File: config.mk
export PLATFORM = sky130hd
export DESIGN_NAME = precise_xcpt_ctrl
export DESIGN_NICKNAME = d
export VERILOG_FILES = /design/src/rtl/xcpt_pkg.sv /design/src/rtl/xcpt_irq_sync.sv /design/src/rtl/xcpt_victim_sel.sv /design/src/rtl/xcpt_flush_gen.sv /design/src/rtl/precise_xcpt_ctrl.sv
export SDC_FILE = /design/constraint.sdc
export NUM_CORES = 1
export LEC_CHECK = 0
export ABC_AREA = 1
export CORE_ASPECT_RATIO = 0.8
export CORE_MARGIN = 4
export CORE_UTILIZATION = 28
export CTS_CLUSTER_DIAMETER = 50
export CTS_CLUSTER_SIZE = 16
export DETAILED_ROUTE_END_ITERATION = 7
export GPL_ROUTABILITY_DRIVEN = 0
export PLACE_DENSITY_LB_ADDON = 0.3
export SYNTH_ARGS = -nofsm -noshare
export SYNTH_HDL_FRONTEND = slang
export SYNTH_HIERARCHICAL = 1
export SYNTH_SLANG_ARGS = --single-unit
File: constraint.sdc
create_clock -name clk -period 5.22 [get_ports clk]
set_input_delay 1.044 -clock clk [delete_from_list [all_inputs] [get_ports clk]]
set_output_delay 1.044 -clock clk [all_outputs]
set_load 0.05 [all_outputs]
File: src/rtl/xcpt_pkg.sv
package xcpt_pkg;
  localparam int NUM_STG = 4;
  localparam int SEL_W   = $clog2(NUM_STG);

  typedef enum logic [SEL_W-1:0] {
    STG_FETCH  = 2'd0,
    STG_DECODE = 2'd1,
    STG_EXEC   = 2'd2,
    STG_MEMORY = 2'd3
  } stage_e;
endpackage

File: src/rtl/xcpt_irq_sync.sv
module xcpt_irq_sync #(
  parameter int DEPTH = 2
) (
  input  logic clk,
  input  logic rst,
  input  logic d,
  output logic q
);
  logic [DEPTH-1:0] chain;

  generate
    if (DEPTH == 1) begin : g_single
      always_ff @(posedge clk) begin
        if (rst) chain <= '0;
        else     chain <= d;
      end
    end else begin : g_multi
      always_ff @(posedge clk) begin
        if (rst) chain <= '0;
        else     chain <= {chain[DEPTH-2:0], d};
      end
    end
  endgenerate

  assign q = chain[DEPTH-1];
endmodule

File: src/rtl/xcpt_victim_sel.sv
module xcpt_victim_sel
  import xcpt_pkg::*;
#(
  parameter int IRQ_STAGE = 3
) (
  input  logic [NUM_STG-1:0] valid,
  input  logic [NUM_STG-1:0] exc,
  input  logic               irq_ok,
  output logic               hit,
  output logic               is_irq,
  output logic [SEL_W-1:0]   sel
);
  always_comb begin
    hit    = 1'b0;
    is_irq = 1'b0;
    sel    = '0;
    // Walk from the oldest stage toward fetch; a fault at a stage outranks
    // an interrupt tied to that same stage.
    for (int s = NUM_STG-1; s >= 0; s--) begin
      if (!hit && valid[s] && exc[s]) begin
        hit = 1'b1;
        sel = SEL_W'(s);
      end else if (!hit && s == IRQ_STAGE && valid[s] && irq_ok) begin
        hit    = 1'b1;
        is_irq = 1'b1;
        sel    = SEL_W'(s);
      end
    end
  end
endmodule

File: src/rtl/xcpt_flush_gen.sv
module xcpt_flush_gen
  import xcpt_pkg::*;
(
  input  logic               hit,
  input  logic [SEL_W-1:0]   sel,
  output logic [NUM_STG-1:0] flush
);
  generate
    for (genvar i = 0; i < NUM_STG; i++) begin : g_flush
      assign flush[i] = hit && (SEL_W'(i) <= sel);
    end
  endgenerate
endmodule

File: src/rtl/precise_xcpt_ctrl.sv
module precise_xcpt_ctrl
  import xcpt_pkg::*;
#(
  parameter int               XLEN       = 32,
  parameter int               CAUSE_W    = 5,
  parameter int               SYNC_DEPTH = 2,
  parameter int               IRQ_STAGE  = 3,
  parameter logic [4:0]       IRQ_CAUSE  = 5'h1F,
  parameter logic [31:0]      HANDLER_VEC = 32'h0000_0180
) (
  input  logic                       clk,
  input  logic                       rst,
  input  logic [NUM_STG-1:0]         stg_valid,
  input  logic [NUM_STG-1:0]         stg_exc,
  input  logic [NUM_STG*XLEN-1:0]    stg_pc,
  input  logic [NUM_STG*CAUSE_W-1:0] stg_code,
  input  logic                       irq_raw,
  input  logic                       irq_en,
  output logic                       take,
  output logic                       take_irq,
  output logic                       fetch_redirect,
  output logic [XLEN-1:0]            redirect_pc,
  output logic [XLEN-1:0]            victim_pc,
  output logic [CAUSE_W-1:0]         cause,
  output logic [NUM_STG-1:0]         flush
);
  logic             irq_sync;
  logic             hit;
  logic             is_irq;
  logic [SEL_W-1:0] sel;

  xcpt_irq_sync #(.DEPTH(SYNC_DEPTH)) u_sync (
    .clk (clk),
    .rst (rst),
    .d   (irq_raw),
    .q   (irq_sync)
  );

  xcpt_victim_sel #(.IRQ_STAGE(IRQ_STAGE)) u_sel (
    .valid  (stg_valid),
    .exc    (stg_exc),
    .irq_ok (irq_sync & irq_en),
    .hit    (hit),
    .is_irq (is_irq),
    .sel    (sel)
  );

  xcpt_flush_gen u_flush (
    .hit   (hit),
    .sel   (sel),
    .flush (flush)
  );

  assign take           = hit;
  assign take_irq       = is_irq;
  assign fetch_redirect = hit;
  assign redirect_pc    = XLEN'(HANDLER_VEC);

  always_comb begin
    victim_pc = '0;
    cause     = '0;
    if (hit) begin
      victim_pc = stg_pc[sel*XLEN +: XLEN];
      cause     = is_irq ? CAUSE_W'(IRQ_CAUSE) : stg_code[sel*CAUSE_W +: CAUSE_W];
    end
  end
endmodule

Word-level counts from Yosys, hierarchy flattened
Cells that the tools add are included.
{"block": "op_classes", "n_mul": 1, "n_lt_le_gt_ge": 4, "shifts": 2, "n_mux": 14, "n_bitwise": 1, "reduce_logical": 15}
{"operator": "128-bit by 8-bit indexed part select with 32-bit output", "count": 1}
{"operator": "32-bit two-way mux", "count": 1}
{"operator": "20-bit by 6-bit indexed part select with 5-bit output", "count": 1}
{"operator": "1-bit logical AND", "count": 12}
{"operator": "2-bit two-way mux", "count": 5}
{"operator": "5-bit two-way mux", "count": 2}
{"operator": "1-bit two-way mux", "count": 6}
{"operator": "2-bit by 3-bit multiplier with 5-bit output (second input constant)", "count": 1}
{"operator": "1-bit by 2-bit <= comparator with 1-bit output (first input constant)", "count": 2}
{"operator": "2-bit <= comparator (first input constant)", "count": 2}
{"operator": "1-bit zero test", "count": 3}
{"operator": "1-bit bitwise AND", "count": 1}
{"block": "word_totals", "register_bits": 2, "wordCells": 38}

Depth between registers and ports, before layout
{"block": "logic_depth", "depth_word": 20, "ltp_mapped": 14, "ltp_nobuf": 12}

Hierarchy
Netlist, hierarchy kept.
{"module": "precise_xcpt_ctrl", "n_inst": 1, "cells_each": 356, "area_each_um2": 1662.8}
{"module": "xcpt_victim_sel", "n_inst": 1, "cells_each": 15, "area_each_um2": 65.1}
{"module": "xcpt_irq_sync", "n_inst": 1, "cells_each": 6, "area_each_um2": 55.1}
{"module": "xcpt_flush_gen", "n_inst": 1, "cells_each": 7, "area_each_um2": 35.0}

Least setup slack after synthesis
OpenSTA, ideal clock, no wires.
{"block": "synth_timing", "path_kind": "input to output", "start": "input port irq_en", "end": "output port victim_pc[10]", "t_arrival_ps": 2988, "setup_slack_ps": 1188, "cell_stages": 9, "path_cell_list": "nand2_1 > inv_1 > nand2_2 > nand2_2 > nor2_2 > nand2_1 > inv_1 > clkbuf_1 > a21oi_1"}
{"block": "synth_between", "word_cells_on_any_way": 23, "classes_between": "shift (1); mux (11); bitwise (1); reduce/logical (10)"}
{"item": "start, declared", "line_no": "precise_xcpt_ctrl.sv:18", "text": "input logic irq_en,"}
{"item": "1-bit bitwise AND *", "line_no": "precise_xcpt_ctrl.sv:42", "text": ".irq_ok (irq_sync & irq_en),"}
{"item": "1-bit logical AND *", "line_no": "xcpt_victim_sel.sv:23", "text": "end else if (!hit && s == IRQ_STAGE && valid[s] && irq_ok) begin"}
{"item": "1-bit two-way mux *", "line_no": "xcpt_victim_sel.sv:23"}
{"item": "1-bit two-way mux *", "line_no": "xcpt_victim_sel.sv:20", "text": "if (!hit && valid[s] && exc[s]) begin"}
{"item": "1-bit zero test", "line_no": "xcpt_victim_sel.sv:20"}
{"item": "1-bit logical AND (2 in a row)", "line_no": "xcpt_victim_sel.sv:20"}
{"item": "1-bit two-way mux *", "line_no": "xcpt_victim_sel.sv:20"}
{"item": "1-bit zero test", "line_no": "xcpt_victim_sel.sv:20"}
{"item": "1-bit logical AND (2 in a row)", "line_no": "xcpt_victim_sel.sv:20"}
{"item": "1-bit two-way mux *", "line_no": "xcpt_victim_sel.sv:20"}
{"item": "1-bit zero test", "line_no": "xcpt_victim_sel.sv:20"}
{"item": "1-bit logical AND (2 in a row)", "line_no": "xcpt_victim_sel.sv:20"}
{"item": "1-bit two-way mux *", "line_no": "xcpt_victim_sel.sv:20"}
{"item": "named net fetch_redirect", "line_no": "precise_xcpt_ctrl.sv:21", "text": "output logic fetch_redirect,"}
{"item": "32-bit two-way mux *", "line_no": "precise_xcpt_ctrl.sv:62", "text": "if (hit) begin"}
{"item": "end, declared", "line_no": "precise_xcpt_ctrl.sv:23", "text": "output logic [XLEN-1:0] victim_pc,"}
Mark *: on every way through the listed nets, which the timed path passes. The rest lies on a longest branch.

Final worst setup path
{"block": "layout_timing", "start": "input port irq_en", "end": "output port victim_pc[21]"}
{"block": "layout_between", "elab_chain_cells": 18, "word_cells_on_any_way": 23, "classes_between": "shift (1); mux (11); bitwise (1); reduce/logical (10)"}
{"item": "1-bit bitwise AND *", "line_no": "precise_xcpt_ctrl.sv:42"}
{"item": "1-bit logical AND *", "line_no": "xcpt_victim_sel.sv:23"}
{"item": "1-bit two-way mux", "line_no": "xcpt_victim_sel.sv:23"}
{"item": "1-bit two-way mux", "line_no": "xcpt_victim_sel.sv:20"}
{"item": "1-bit zero test", "line_no": "xcpt_victim_sel.sv:20"}
{"item": "1-bit logical AND (2 in a row)", "line_no": "xcpt_victim_sel.sv:20"}
{"item": "1-bit two-way mux", "line_no": "xcpt_victim_sel.sv:20"}
{"item": "1-bit zero test", "line_no": "xcpt_victim_sel.sv:20"}
{"item": "1-bit logical AND (2 in a row)", "line_no": "xcpt_victim_sel.sv:20"}
{"item": "1-bit two-way mux", "line_no": "xcpt_victim_sel.sv:20"}
{"item": "1-bit zero test", "line_no": "xcpt_victim_sel.sv:20"}
{"item": "1-bit logical AND (2 in a row)", "line_no": "xcpt_victim_sel.sv:20"}
{"item": "2-bit two-way mux *", "line_no": "xcpt_victim_sel.sv:20"}
{"item": "named net sel[0]", "line_no": "precise_xcpt_ctrl.sv:30", "text": "logic [SEL_W-1:0] sel;"}
{"item": "128-bit by 8-bit indexed part select with 32-bit output *", "line_no": "precise_xcpt_ctrl.sv:63", "text": "victim_pc = stg_pc[sel*XLEN +: XLEN];"}
{"item": "32-bit two-way mux *", "line_no": "precise_xcpt_ctrl.sv:62"}
Marked as above.

==> metrics.csv <==
metric,value,unit
Fin Hold WS,403,ps
Num CTS Buffers,3,
Reg2Reg Capture Point,u_sync/chain[1],
Layout Nets,728,
"Hold Vio Cnt, Final",0,
post-synth top area cell,nor2_1,
clk buf depth,2,
antenna cells,0,
Worst Setup EP,victim_pc[21],
CP Class,primary input to output port,
"Design Area, Final",4070,um2
Worst-Margin Slew,668,ps
worst-path fanout max,42,
crit path DAT,3200,ps
synthesized area,1820,um2
number of library cell types mapped by synthesis,18,
post-route ant nets,0,
status,completed,
slew margin rel.,55.4,%
mux contribution to synthesized area,0,%
placed cell areas,4020,um2
maximum clock frequency,235,MHz
Setup TNS,0,ps
post-CTS sizing,0,
via count,2951,
CTS sink cnt,2,
dpl ws,976,ps
Biggest register,u_sync/chain,
core footprint,6100,um2
final worst path period share,81.4,%
beginning of the critical path,irq_en,
Final Skew,1.29,ps
vias in the first global route,2761,
drt pass-1 iters,4,
Mapped Cells,384,
die height,80.1,um
CTS tree,done,
top flop regs,u_sync/chain: 2 flops,
Worst R2R Start,u_sync/chain[0],
hold buffer count at CTS,0,
Area Growth Syn to Fin,124,%
peak supply drop,0.000217,V
Ys Warns,6,
DRC violations left,0,
Skew-Pair Late Insertion Delay,210,ps
Post-Layout Cell Count,647,
DRT iter0 DRCs,125,
Synth area leaders,"nor2_1, buf_4, o21ai_1",
Initial Utilization,29.8,%
die width,98.1,um
htree depth,1,
detail-routed via count per cell,4.56,
Post-Syn Area per Cell,4.73,um2
Pins Over Slew Limit,0,
Final Power,0.772,mW
setup violators final,0,
simple-gate share of the synthesized area,39.9,%
post-synthesis register bit count,2,
PD cells,190,nW/um2
pin count of the biggest net entering global routing,43,
largest family of logic cells by synthesized area,simple AND/OR/NAND/NOR gates,
post-synthesis sequential area ratio,2.20,%
"most common cell after layout, fill and taps aside",clkdlybuf4s50_1,
DIE AREA,7850,um2
average wire per standard cell,14.1,um
Post-CTS Setup Bufs,0,
GRT Resource Usage Total,20.8,%
worst min path class,flip-flop to flip-flop,
DP Wirelength,7.49,mm
post-layout min period,4250,ps
WL final,9.14,mm
# port buffers,203,
RSZ-0062 raised after global routing,false,
highest-count cells in the layout ignoring fill and taps,"clkdlybuf4s50_1, nor2_1, o21ai_1, inv_1, nand2_1",
Final WS setup,972,ps
layout cells sized above 1,9.54,%
clock-pin slew on the worst setup and hold paths,30,ps
XOR/XNOR share of the synthesized area,0,%
crit end category,output port,
CTS root buffer,clkbuf_8,
# IOs,236,
final core occ,66.6,%
first-pass GRT wire length,13.7,mm
Lkg Pwr,1.84,nW
Max-cap violations,0,
Placed Cells,644,
Largest register FFs,2,
Post-Synth Adder-Cell Area,0,%
Compound-Gate Fraction of Synth Area,26.7,%
initial antenna violation count,0,
Critical Path Source Type,primary input,
floorplan row count,25,
CP Data Required Time,4180,ps
GR Overflow Total,0,
register-to-register setup slack,4760,ps
worst reg-to-reg path cell count,2,
share of the synthesized area in the top cell type,27.0,%
-- routing by layer --
layer  vias to the layer above  routed length [um]  global-route usage (%)
met5                         -                   0                       0
met4                         0                 140                    4.43
met3                        12                 874                    4.51
met2                       160                4590                    37.8
met1                      1282                3530                    25.1
li1                       1497                   -                       -
-- cell type report --
class,count,area (um2)
fillers,538,2030
inverters,38,143
well taps,81,101
flip-flops and latches,2,40.0
clock buffers,3,41.3
multi-input cells,314,1340
repair buffers,209,2400
-- report_power, final --
group	internal [mW]	switching (mW)
Sequential	0.0161	0.000164
Clock	0.0486	0.0109
Combinational	0.308	0.388
-- kinds of logic (layout without fill, tap and decap cells) --
group | Yosys count | count (layout)
buf+inv | 98 | 250
compound gates | 97 | 97
other cells | 2 | 32
simple gates | 185 | 185
flops | 2 | 2
-- critical path: stages --
cell	delay, ps
clkdlybuf4s50_1	410
nand2_1	60
inv_1	40
nand2_2	60
nand2_2	60
inv_1	90
o21ai_4	110
inv_2	490
buf_12	270
o21ai_1	90
a21oi_1	270
buf_12	180
-- Yosys cell counts --
library cell / instances
o21ai_0: 15
dfxtp_1: 2
buf_2: 8
conb_1: 2
nor2_1: 131
inv_2: 2
clkbuf_1: 4
clkbuf_2: 4
nand2_2: 3
buf_1: 3
nand3_1: 15
nor2_2: 2
buf_6: 6
a21oi_1: 32
o21ai_1: 50
inv_1: 36
nand2_1: 34
buf_4: 35
-- worst min path at each step --
| stage | slack [ps] | to | from | cells past startpoint |
|---|---|---|---|---|
| final | 400 | u_sync/chain[1] | u_sync/chain[0] | 2 |
| after global routing | 440 | u_sync/chain[1] | u_sync/chain[0] | 2 |
| after CTS | 400 | u_sync/chain[1] | u_sync/chain[0] | 2 |
| after detailed placement | 400 | u_sync/chain[1] | u_sync/chain[0] | 2 |
| after global placement | 390 | u_sync/chain[1] | u_sync/chain[0] | 2 |
| after floorplan | 390 | u_sync/chain[1] | u_sync/chain[0] | 2 |
Note: power is estimated with default switching activity, not from simulation.
